--- src/rtl/lbf_pkg.sv ---
package lbf_pkg;
  typedef enum logic [0:0] {ENG_IDLE, ENG_RUN} eng_state_t;

  localparam logic [6:0] OFS_SIZE  = 7'h00;
  localparam logic [6:0] OFS_ADDR  = 7'h04;
  localparam logic [6:0] OFS_CTRL  = 7'h08;
  localparam logic [6:0] OFS_EN    = 7'h0C;
  localparam logic [6:0] OFS_STAT  = 7'h14;
  localparam logic [6:0] OFS_DATA  = 7'h40;
  localparam logic [6:0] OFS_FSTAT = 7'h44;
  localparam logic [6:0] OFS_FCTL  = 7'h48;
  localparam logic [6:0] OFS_ALARM = 7'h4C;

  // bytes carried by the next beat given the bytes still to move
  function automatic logic [31:0] lbf_step(input logic [31:0] left);
    return (left >= 32'd4) ? 32'd4 : left;
  endfunction

  // byte-lane merge, lane 3 = bits 31:24
  function automatic logic [31:0] lbf_merge(input logic [31:0] cur, input logic [31:0] nw,
                                            input logic [3:0] be);
    logic [31:0] r;
    r = cur;
    for (int i = 0; i < 4; i++)
      if (be[i]) r[8*i +: 8] = nw[8*i +: 8];
    return r;
  endfunction

  // alarm comparison: filled bytes when reading the bus, free bytes when writing it
  function automatic logic lbf_dma_want(input logic rd, input logic [15:0] occ,
                                        input logic [15:0] cap, input logic [15:0] thr);
    logic [15:0] free_b;
    free_b = cap - occ;
    return rd ? (occ >= thr) : (free_b >= thr);
  endfunction
endpackage

--- src/rtl/lbf_fifo.sv ---
module lbf_fifo #(
  parameter int unsigned DEPTH = 128,
  parameter int unsigned W     = 32
) (
  input  logic                         clk,
  input  logic                         rst_n,
  input  logic                         flush,
  input  logic                         push,
  input  logic [W-1:0]                 push_data,
  input  logic                         pop,
  output logic [W-1:0]                 head,
  output logic [$clog2(DEPTH+1)-1:0]   count,
  output logic                         full,
  output logic                         empty
);
  localparam int unsigned PTR_W = $clog2(DEPTH);
  localparam int unsigned CNT_W = $clog2(DEPTH+1);

  logic [W-1:0]     mem [DEPTH];
  logic [PTR_W-1:0] wptr, rptr;
  logic [CNT_W-1:0] cnt;
  logic             do_push, do_pop;

  assign full    = (cnt == CNT_W'(DEPTH));
  assign empty   = (cnt == '0);
  assign do_push = push && !full;
  assign do_pop  = pop && !empty;
  assign head    = mem[rptr];
  assign count   = cnt;

  function automatic logic [PTR_W-1:0] nxt(input logic [PTR_W-1:0] p);
    return (p == PTR_W'(DEPTH-1)) ? '0 : p + 1'b1;
  endfunction

  always_ff @(posedge clk) begin
    if (do_push) mem[wptr] <= push_data;
  end

  always_ff @(posedge clk or negedge rst_n) begin
    if (!rst_n) begin
      wptr <= '0; rptr <= '0; cnt <= '0;
    end else if (flush) begin
      wptr <= '0; rptr <= '0; cnt <= '0;
    end else begin
      if (do_push) wptr <= nxt(wptr);
      if (do_pop)  rptr <= nxt(rptr);
      case ({do_push, do_pop})
        2'b10:   cnt <= cnt + 1'b1;
        2'b01:   cnt <= cnt - 1'b1;
        default: cnt <= cnt;
      endcase
    end
  end

  assert_full_drop_R9: assert property (@(posedge clk) disable iff (!rst_n)
    (full && push && !pop && !flush) |=> (count == $past(count)));
  assert_empty_pop_R9: assert property (@(posedge clk) disable iff (!rst_n)
    (empty && pop && !push) |=> empty);
endmodule

--- src/rtl/lbf_xfer.sv ---
module lbf_xfer import lbf_pkg::*; #(
  parameter int unsigned SIZE_W = 24,
  parameter int unsigned AW     = 32,
  parameter int unsigned CSW    = 8
) (
  input  logic              clk,
  input  logic              rst_n,
  input  logic              kill,
  input  logic              arm,
  input  logic              arm_ok,
  input  logic [SIZE_W-1:0] size_in,
  input  logic [AW-1:0]     addr_in,
  input  logic [CSW-1:0]    cs_in,
  input  logic              rd_in,
  input  logic              fifo_full,
  input  logic              fifo_empty,
  input  logic              lb_ack,
  output logic              busy,
  output logic              lb_req,
  output logic [AW-1:0]     lb_addr,
  output logic [CSW-1:0]    lb_cs,
  output logic              rd_dir,
  output logic              beat,
  output logic              fin,
  output logic [SIZE_W-1:0] bytes_done
);
  eng_state_t        st;
  logic [SIZE_W-1:0] left, done_cnt, size_q, step_w;
  logic [AW-1:0]     addr_q;
  logic [CSW-1:0]    cs_q;
  logic              rd_q;

  assign step_w     = SIZE_W'(lbf_step(32'(left)));
  assign busy       = (st == ENG_RUN);
  assign lb_req     = busy && (left != '0) && (rd_q ? !fifo_full : !fifo_empty);
  assign beat       = lb_req && lb_ack;
  assign fin        = beat && (left == step_w);
  assign lb_addr    = addr_q;
  assign lb_cs      = cs_q;
  assign rd_dir     = rd_q;
  assign bytes_done = done_cnt;

  always_ff @(posedge clk or negedge rst_n) begin
    if (!rst_n) begin
      st <= ENG_IDLE; left <= '0; done_cnt <= '0; size_q <= '0;
      addr_q <= '0; cs_q <= '0; rd_q <= 1'b0;
    end else if (kill) begin
      st <= ENG_IDLE; left <= '0; done_cnt <= '0;
    end else if (arm) begin
      done_cnt <= '0;
      if (arm_ok) begin
        st <= ENG_RUN; left <= size_in; size_q <= size_in;
        addr_q <= addr_in; cs_q <= cs_in; rd_q <= rd_in;
      end
    end else if (beat) begin
      left     <= left - step_w;
      done_cnt <= done_cnt + step_w;
      addr_q   <= addr_q + AW'(4);
      if (fin) st <= ENG_IDLE;
    end
  end

  assert_addr_hold_R3: assert property (@(posedge clk) disable iff (!rst_n)
    (lb_req && !lb_ack) |=> $stable(lb_addr));
  assert_count_sum_R4: assert property (@(posedge clk) disable iff (!rst_n)
    busy |-> (done_cnt + left == size_q));
  assert_fin_idle_R4: assert property (@(posedge clk) disable iff (!rst_n)
    (fin && !kill) |=> !busy);
endmodule

--- src/rtl/lbus_fifo_engine.sv ---
module lbus_fifo_engine import lbf_pkg::*; #(
  parameter int unsigned FIFO_BYTES = 512
) (
  input  logic        clk,
  input  logic        rst_n,
  input  logic [6:0]  reg_addr,
  input  logic        reg_wr,
  input  logic        reg_rd,
  input  logic [3:0]  reg_be,
  input  logic [31:0] reg_wdata,
  output logic [31:0] reg_rdata,
  output logic        irq,
  output logic        dma_req,
  output logic [7:0]  lb_cs,
  output logic [31:0] lb_addr,
  output logic        lb_req,
  output logic        lb_wr,
  output logic [31:0] lb_wdata,
  input  logic [31:0] lb_rdata,
  input  logic        lb_ack
);
  localparam int unsigned FIFO_WORDS = FIFO_BYTES / 4;
  localparam int unsigned FC_W       = $clog2(FIFO_WORDS + 1);
  localparam int unsigned AL_W       = $clog2(FIFO_BYTES);
  localparam int unsigned SIZE_W     = 24;

  logic [SIZE_W-1:0] size_q, size_nx, bytes_done;
  logic [31:0]       saddr_q, fifo_head;
  logic [7:0]        cs_q, fctl_q;
  logic              rd_cfg_q, en_q, en_done_q, en_err_q, done_q, abort_q;
  logic [AL_W-1:0]   alarm_q;
  logic [FC_W-1:0]   fifo_cnt;
  logic              fifo_full, fifo_empty;

  // named internal events
  logic wr_size, wr_addr, wr_ctrl, wr_en, wr_stat, wr_data, wr_fctl, wr_alarm, rd_data;
  logic start_cmd, arm, arm_ok, kill, flush, clr_done, clr_abort;
  logic busy, eng_rd, beat, fin, bus_push, bus_pop, cpu_push, cpu_pop;

  assign wr_size  = reg_wr && (reg_addr == OFS_SIZE);
  assign wr_addr  = reg_wr && (reg_addr == OFS_ADDR);
  assign wr_ctrl  = reg_wr && (reg_addr == OFS_CTRL);
  assign wr_en    = reg_wr && (reg_addr == OFS_EN);
  assign wr_stat  = reg_wr && (reg_addr == OFS_STAT);
  assign wr_data  = reg_wr && (reg_addr == OFS_DATA);
  assign wr_fctl  = reg_wr && (reg_addr == OFS_FCTL);
  assign wr_alarm = reg_wr && (reg_addr == OFS_ALARM);
  assign rd_data  = reg_rd && (reg_addr == OFS_DATA);

  assign size_nx   = SIZE_W'(lbf_merge({8'h00, size_q}, reg_wdata, reg_be));
  assign start_cmd = wr_size && reg_be[3] && reg_wdata[24];
  assign arm       = start_cmd && !busy;
  assign arm_ok    = arm && en_q && (size_nx != '0);
  assign kill      = wr_en && reg_be[3] && reg_wdata[24];
  assign flush     = wr_en && reg_be[2] && reg_wdata[16];
  assign clr_done  = wr_stat && reg_be[3] && reg_wdata[24];
  assign clr_abort = wr_stat && reg_be[3] && reg_wdata[28];

  // one push source and one pop source per direction
  assign bus_push = beat && eng_rd;
  assign bus_pop  = beat && !eng_rd;
  assign cpu_push = wr_data && !(busy && eng_rd);
  assign cpu_pop  = rd_data && !(busy && !eng_rd);

  always_ff @(posedge clk or negedge rst_n) begin
    if (!rst_n) begin
      size_q <= '0; saddr_q <= '0; cs_q <= '0; rd_cfg_q <= 1'b0;
      en_q <= 1'b0; en_done_q <= 1'b0; en_err_q <= 1'b0;
      done_q <= 1'b0; abort_q <= 1'b0; fctl_q <= '0; alarm_q <= '1;
    end else begin
      if (wr_size) size_q <= size_nx;
      if (wr_addr) saddr_q <= lbf_merge(saddr_q, reg_wdata, reg_be);
      if (wr_ctrl) begin
        if (reg_be[3]) cs_q     <= reg_wdata[31:24];
        if (reg_be[2]) rd_cfg_q <= reg_wdata[16];
      end
      if (wr_en) begin
        if (reg_be[0]) en_q <= reg_wdata[0];
        if (reg_be[1]) begin
          en_done_q <= reg_wdata[8];
          en_err_q  <= reg_wdata[9];
        end
      end
      if (wr_fctl && reg_be[0]) fctl_q <= reg_wdata[7:0];
      if (wr_alarm) alarm_q <= AL_W'(lbf_merge(32'(alarm_q), reg_wdata, reg_be));
      if (kill) begin
        done_q <= 1'b0; abort_q <= 1'b0;
      end else begin
        if (fin) done_q <= 1'b1;
        else if (clr_done) done_q <= 1'b0;
        if (arm && !arm_ok) abort_q <= 1'b1;
        else if (clr_abort) abort_q <= 1'b0;
      end
    end
  end

  lbf_fifo #(.DEPTH(FIFO_WORDS), .W(32)) u_fifo (
    .clk(clk), .rst_n(rst_n), .flush(flush),
    .push(bus_push || cpu_push), .push_data(bus_push ? lb_rdata : reg_wdata),
    .pop(bus_pop || cpu_pop), .head(fifo_head), .count(fifo_cnt),
    .full(fifo_full), .empty(fifo_empty)
  );

  lbf_xfer #(.SIZE_W(SIZE_W), .AW(32), .CSW(8)) u_xfer (
    .clk(clk), .rst_n(rst_n), .kill(kill), .arm(arm), .arm_ok(arm_ok),
    .size_in(size_nx), .addr_in(saddr_q), .cs_in(cs_q), .rd_in(rd_cfg_q),
    .fifo_full(fifo_full), .fifo_empty(fifo_empty), .lb_ack(lb_ack),
    .busy(busy), .lb_req(lb_req), .lb_addr(lb_addr), .lb_cs(lb_cs),
    .rd_dir(eng_rd), .beat(beat), .fin(fin), .bytes_done(bytes_done)
  );

  assign lb_wr    = !eng_rd;
  assign lb_wdata = fifo_head;
  assign irq      = en_q && ((done_q && en_done_q) || (abort_q && en_err_q));
  assign dma_req  = en_q && lbf_dma_want(rd_cfg_q, 16'({fifo_cnt, 2'b00}),
                                         16'(FIFO_BYTES), 16'(alarm_q));

  always_comb begin
    case (reg_addr)
      OFS_SIZE:  reg_rdata = {7'd0, busy, size_q};
      OFS_ADDR:  reg_rdata = saddr_q;
      OFS_CTRL:  reg_rdata = {cs_q, 7'd0, rd_cfg_q, 16'd0};
      OFS_EN:    reg_rdata = {22'd0, en_err_q, en_done_q, 7'd0, en_q};
      OFS_STAT:  reg_rdata = {3'd0, abort_q, 3'd0, done_q, bytes_done};
      OFS_DATA:  reg_rdata = fifo_head;
      OFS_FSTAT: reg_rdata = {14'd0, fifo_full, fifo_empty, 16'(fifo_cnt)};
      OFS_FCTL:  reg_rdata = {24'd0, fctl_q};
      OFS_ALARM: reg_rdata = 32'(alarm_q);
      default:   reg_rdata = 32'd0;
    endcase
  end

  assert_abort_noreq_R6: assert property (@(posedge clk) disable iff (!rst_n)
    (arm && !arm_ok) |=> (abort_q && !lb_req));
  assert_flag_hold_R5: assert property (@(posedge clk) disable iff (!rst_n)
    (done_q && !clr_done && !kill) |=> done_q);
  assert_busy_start_R11: assert property (@(posedge clk) disable iff (!rst_n)
    (start_cmd && busy && !beat) |=> $stable(lb_addr));
  assert_kill_idle_R10: assert property (@(posedge clk) disable iff (!rst_n)
    kill |=> (!lb_req && !done_q && !abort_q));
endmodule

--- config.mk ---
export PLATFORM = sky130hd
export DESIGN_NAME = lbus_fifo_engine
export DESIGN_NICKNAME = d
export VERILOG_FILES = /design/src/rtl/lbf_pkg.sv /design/src/rtl/lbf_fifo.sv /design/src/rtl/lbf_xfer.sv /design/src/rtl/lbus_fifo_engine.sv
export SDC_FILE = /design/constraint.sdc
export NUM_CORES = 2
export LEC_CHECK = 0
export BUFFER_PORTS_ARGS = -buffer_cell sky130_fd_sc_hd__buf_4
export CAP_MARGIN = 10
export CORE_MARGIN = 4
export CORE_UTILIZATION = 35
export DETAILED_ROUTE_END_ITERATION = 8
export PLACE_DENSITY_LB_ADDON = 0.08
export RECOVER_POWER = 50
export SLEW_MARGIN = 25
export SYNTH_ARGS = -nofsm -noshare
export SYNTH_HDL_FRONTEND = slang
export SYNTH_HIERARCHICAL = 1
export SYNTH_SLANG_ARGS = --single-unit
--- constraint.sdc ---
create_clock -name clk -period 16 [get_ports clk]
set_input_delay 0.8 -clock clk [delete_from_list [all_inputs] [get_ports clk]]
set_output_delay 0.8 -clock clk [all_outputs]
set_load 0.03 [all_outputs]
# Word-level counts from Yosys, hierarchy flattened
# Memory sizes are Yosys's and may differ from the RTL's.
# Cells that the tools add are included.
# op_classes
addsub	8
magnitude_cmp	3
n_eq_ne	16
muxes	39
bitwise	1
n_reduce_logical	75
# op_table
cell	count
$pmux 32 s9	1
$mux 24	8
$mux 32	4
$reduce_bool 24->1	2
$eq 7x7->1 const B	6
$mux 7	6
$logic_and 1x1->1	39
$add 32x3->32 const B	1
$mux 8	4
$add 24x24->24	1
$eq 24x24->1	1
$ge 24x3->1 const B	1
$sub 24x24->24	1
$reduce_and 2->1	11
$ge 16x9->1	1
$pmux 8 s2	1
$mux 1	15
$reduce_bool 3->1	5
$add 7x1->7 const B	2
$eq 7x4->1 const B	2
$sub 10x10->11 const A	1
$ge 10x9->1	1
$reduce_and 3->1	3
$add 8x1->8 const B	1
other kinds (14)	24
# totals
regBits	199
mem_bits_rw	4096
input_bits	80
out_inout_bits	108
elab_cells	167
memories	1
# memory_table
name	words	word_bits	read_ports	rd_clocked_by_memory_dff	write_ports	line_no	rtl
u_fifo.mem	128	32	1	0	1	lbf_fifo.sv:19	logic [W-1:0] mem [DEPTH];

# Longest topological paths before layout
# logic_depth
ltp_word	11
mapped_depth	21
depth_no_buf	17

# Cells and area by module
# The synthesis kept the hierarchy.
# by_module_without_submodules
mod	n_inst	cells_each	area_each_um2	seq_area_each_um2
lbf_fifo	1	7185	158637.1	123548.5
lbf_xfer	1	705	5874.4	2252.2
lbus_fifo_engine	1	493	5557.8	2188.3

# Worst setup path before layout
# No wires, ideal clock.
# synth_path
path_kind	reg2reg
from	register u_fifo.cnt[0], in the netlist u_fifo/count[0]
to	memory u_fifo.mem[64][0] (enable)
setup_ps	502
t_arrival_ps	6239
slack_ps	9259
stages_incl_launch_ff	16
synth_period_minus_slack_ps	6741
cell_sequence	dfrtp_1 -> nor3_1 -> and3_1 -> mux2i_1 -> nand3_1 -> a41oi_2 -> buf_4 -> clkbuf_1 -> nand2_1 -> buf_1 -> nand2_1 -> inv_1 -> a31oi_1 -> clkbuf_1 -> nand3_1 -> nor4_1
# synth_between
elab_chain_cells	10
# synth_lines
item	line_no	rtl
start: declaration	lbf_fifo.sv:21	logic [CNT_W-1:0] cnt;
start signal: assignment	lbf_fifo.sv:48	2'b10: cnt <= cnt + 1'b1;
start signal: assignment	lbf_fifo.sv:49	2'b01: cnt <= cnt - 1'b1;
start signal: assignment	lbf_fifo.sv:50	default: cnt <= cnt;
$eq 8x8->1	lbf_fifo.sv:24	assign full = (cnt == CNT_W'(DEPTH));
via fifo_full	lbus_fifo_engine.sv:33	logic fifo_full, fifo_empty;
$logic_not 1->1	lbf_xfer.sv:35	assign lb_req = busy && (left != '0) && (rd_q ? !fifo_full : !fifo_empty);
$mux 1	lbf_xfer.sv:35	
$logic_and 1x1->1	lbf_xfer.sv:35	
$logic_and 1x1->1	lbf_xfer.sv:36	assign beat = lb_req && lb_ack;
via beat	lbus_fifo_engine.sv:38	logic busy, eng_rd, beat, fin, bus_push, bus_pop, cpu_push, cpu_pop;
$logic_and 1x1->1	lbus_fifo_engine.sv:60	assign bus_push = beat && eng_rd;
$logic_or 1x1->1	lbus_fifo_engine.sv:99	.push(bus_push || cpu_push), .push_data(bus_push ? lb_rdata : reg_wdata),
$logic_and 1x1->1	lbf_fifo.sv:26	assign do_push = push && !full;
$mux 1	lbf_fifo.sv:36	if (do_push) mem[wptr] <= push_data;
$mux 1 (not written as such)	lbf_fifo.sv:36	
end: declaration	lbf_fifo.sv:19	
# The timed path passes the listed nets, and every way through them passes these cells.

# Worst setup path after layout
# layout_path
from	register u_fifo.cnt[2], in the netlist u_fifo/count[2]
to	memory u_fifo.mem[22][31] (data pin)
# layout_between
elab_chain_cells	7
# layout_lines
item	line_no	rtl
$logic_not 8->1	lbf_fifo.sv:25	assign empty = (cnt == '0);
via fifo_empty	lbus_fifo_engine.sv:33	
$logic_not 1->1	lbf_xfer.sv:35	
$mux 1	lbf_xfer.sv:35	
$logic_and 1x1->1	lbf_xfer.sv:35	
$logic_and 1x1->1	lbf_xfer.sv:36	
via beat	lbus_fifo_engine.sv:38	
$logic_and 1x1->1	lbus_fifo_engine.sv:60	
$mux 32	lbus_fifo_engine.sv:99	
# The timed path passes the listed nets, and every way through them passes these cells.

==> parameters.txt <==
Parameter                              Value

Logic synthesis
  Gate count of the mapped netlist    8383
  Per-instance average area after synthesis    between 20 and 25 um^2
  Post-synthesis cell area    170000 um^2
  Synth top area share    72.3%
  Synth area leaders    edfxtp_1, mux4_2, mux2i_1
  Seq/Total Area, Yosys    about 75%
  Count of different cell masters after synthesis    94
  Yosys warning count    6
  Count of flip-flops with a built-in enable after synthesis    4096
  Library cell occupying the most area in the post-synthesis netlist    edfxtp_1
  Most used flip-flop cell after synthesis    edfxtp_1
  Seq cells post-synth    around 4300
  Fraction of synthesis flops using an asynchronous set or reset pin    approximately 4.6%

Critical path
  Critical path capture point type    register
  Crit Path Max Fanout    71
  Kind of start point of the critical path    register
  Worst flop-to-flop path endpoint    u_fifo/mem[22][31]$_DFFE_PP_
  Type of the setup path with the least slack    reg2reg
  Flop-to-flop setup slack    4.62 ns
  Startpoint of the most critical register-to-register path    u_fifo/count[2]$_DFFE_PN0P_
  Critical Path AT    about 12 ns
  Cell count of the worst reg-to-reg path    10
  WP data required    roughly 16 ns

Die
  Core ar.    483000 um^2
  Height of the chip    around 710 um
  DIE AREA    about 500000 um^2
  Die extent in x    between 700 and 800 um
  Count of standard-cell rows    roughly 260
  # IOs    around 190
  Initial cell density of the core    35.2%

Route
  DR pass1 iterations    6
  DRC violations left    0
  Detailed Route Iter0 Violations    between 10000 and 15000
  Per-cell routed wire length    between 30 and 40 um
  Vias    91200
  Final WL    approximately 600000 um
  DRT antenna net count    0
  Routed via count divided by cell count    between 5 and 6

Clock tree
  Clock slew at the register clock pins of the worst setup and hold paths    approximately 0.06 ns
  Num Clock Sinks    between 4000 and 5000
  CTS tree    done
  Root cell of the clock tree    clkbuf_16
  Number of clock buffers inserted by TritonCTS    466
  Clock insertion delay at the later pin of the skew report    between 1 and 1.5 ns
  Max Buffers Root-to-Sink    4
  Number of setup buffers added after CTS    0
  Number of levels in the clock H-tree    5

STA
  Final Hold Vio Count    0
  Fin. max-slew vios    roughly 4500
  Aggregate negative setup slack    0 ns
  Final setup violation count    0
  Post-layout minimum cycle time    about 11 ns
  Worst relative slew slack    -354%
  Clock skew    0.0825 ns
  Final period utilization    a little under three quarters
  Pin slew with the least headroom to its limit    around 6.8 ns
  FMAX    0.0879 GHz
  Unrepaired setup endpoints after global routing    no

Layout
  Share of layout cells above drive strength 1    approximately a quarter
  Most common cell after layout, fill and taps aside    edfxtp_1
  Storage cell area    about 130000 um^2
  Multi-input gate area    slightly above 40000 um^2
  Most used cells in the layout excluding fill and tap cells    edfxtp_1, mux4_2, mux2i_1
  Net count of the finished layout    around 9100
  Area added between synthesis and finish    15.0%
  Count of filler cells inserted in the layout    43100
  Non-filler cells in the finished layout    around 16000

Min path
  HP Class    in2reg
  Number of instances on the worst hold path    2
  Hold path startpoint    reg_wdata[0]
  Sink of the worst hold path    fctl_q[0]$_DFFE_PN0P_

Global routing
  Pin count of the biggest net entering global routing    about 110
  GRT overflow    0
  Wire length of the first global-routing pass    just over 800000 um
  Global router's overall resource usage    a little under a quarter
  Number of global-route vias before repair    slightly above 90000
  Number of antenna violations at the first check in global routing    61

Placement
  I/O Buffers    around 190
  Placed cell count    ~15000
  Routability Congestion    around 0.84
  Dpl hpwl    roughly 350000 um

Pwr
  Static leakage power    59.9 nW
  Cell Pwr Density    ~120 nW/um^2
  Max VDD drop    0.107 mV

Outcome
  Failing checks    capacitance limit, slew limit
  Status    finished, violations left

Flow run
  Total of max-cap violations    81
-- stage by stage --
step	utilization, %	hold WS [ns]	total power, mW	cell area [um^2]	setup slack, ns
finish	40.5	0.0923	24.1	196000	4.62
global route	40.5	0.0489	24.9	196000	4.36
floorplan	-	0.456	13.3	170000	9.26
global placement	37.5	0.469	13.8	181000	8.45
CTS	40.6	0.00614	24.4	196000	7.63
detailed placement	37.5	0.467	13.8	181000	8.75
-- kinds of logic after synthesis --
family	synth area share, %
AOI/OAI and AO/OA	4.06
xor gates and xnor gates	0.170
adders and majority gates	0.369
buffers and inverters	1.79
DFF	75.3
muxes	15.9
other	0.00442
and+or+nand+nor	2.44
-- registers in the layout, summed over array words and instances (netlist names), 7 cells and up --
signal / flops
u_fifo/wptr: 7
u_xfer/bytes_done: 24
fctl_q: 8
u_fifo/rptr: 7
saddr_q: 32
u_xfer/left: 24
u_xfer/lb_cs: 8
alarm_q: 9
u_fifo/mem: 4096
u_fifo/count: 8
u_xfer/lb_addr: 32
cs_q: 8
size_q: 24
-- report_power, final --
| part | switching [mW] | leakage, nW | internal, mW |
|---|---|---|---|
| clock | 4.50 | 7.22 | 6.04 |
| sequential | 0.0333 | 39.5 | 12.4 |
| combinational | 0.781 | 13.2 | 0.423 |
-- Yosys cell counts, types with 26 or more instances --
library cell,instances
o21ai_0,179
nand2_1,253
buf_6,62
nand3_1,87
nor2_1,280
buf_1,34
ha_1,47
nand4_1,30
nor3_1,67
a22o_1,26
mux2_2,137
o22ai_1,95
edfxtp_1,4096
mux2_1,30
o221ai_1,73
a211oi_1,47
dfrtp_1,190
clkbuf_1,183
a22oi_1,153
a21oi_1,205
mux4_2,864
buf_2,111
buf_4,67
inv_1,28
a221oi_1,63
mux2i_1,551
-- area by class of cell --
class                   count  share of cell area [%]
repair buffers            598                    2.24
diodes                     20                  0.0256
flip-flops and latches   4295                    65.4
clock inverters           250                    1.16
multi-input cells        3597                    20.6
well taps                6425                    4.11
clock buffers             599                    6.37
inverters                  31                  0.0633
-- metal layers --
metal  GRT usage, %  share of wire (%)
met1           34.2                 43
met2           37.5                 46
met3           3.60                7.2
met4           6.31                3.1
met5              0              0.015
-- worst max path at each step --
stage	start	endpoint	depth (start not counted)
after CTS	u_fifo/rptr[0]$_DFFE_PN0P_	reg_rdata[15]	12
after detailed placement	u_fifo/rptr[0]$_DFFE_PN0P_	reg_rdata[15]	12
after floorplan	u_fifo/count[0]$_DFFE_PN0P_	u_fifo/mem[64][0]$_DFFE_PP_	15
after global placement	u_fifo/rptr[0]$_DFFE_PN0P_	reg_rdata[29]	12
after global routing	u_fifo/count[2]$_DFFE_PN0P_	u_fifo/mem[25][31]$_DFFE_PP_	10
final	u_fifo/count[2]$_DFFE_PN0P_	u_fifo/mem[22][31]$_DFFE_PP_	10
-- critical path, stage by stage (launching register included) --
cell and delay (ns):
dfrtp_1 0.56, or4_1 0.68, nor3_1 0.62, mux2i_1 0.19, nand3_1 0.21, a41oi_4 0.05, nand2_2 0.09, clkbuf_1 1.85
mux2_1 0.56, clkbuf_1 3.37, clkbuf_1 2.29
-- repair_timing --
action                                  CTS  global route
resized for setup                         0             0
endpoints found under the setup margin    0             0
hold buffers                             28             0
hold endpoints to repair                149             0
Note: power is estimated with default switching activity, not from simulation.
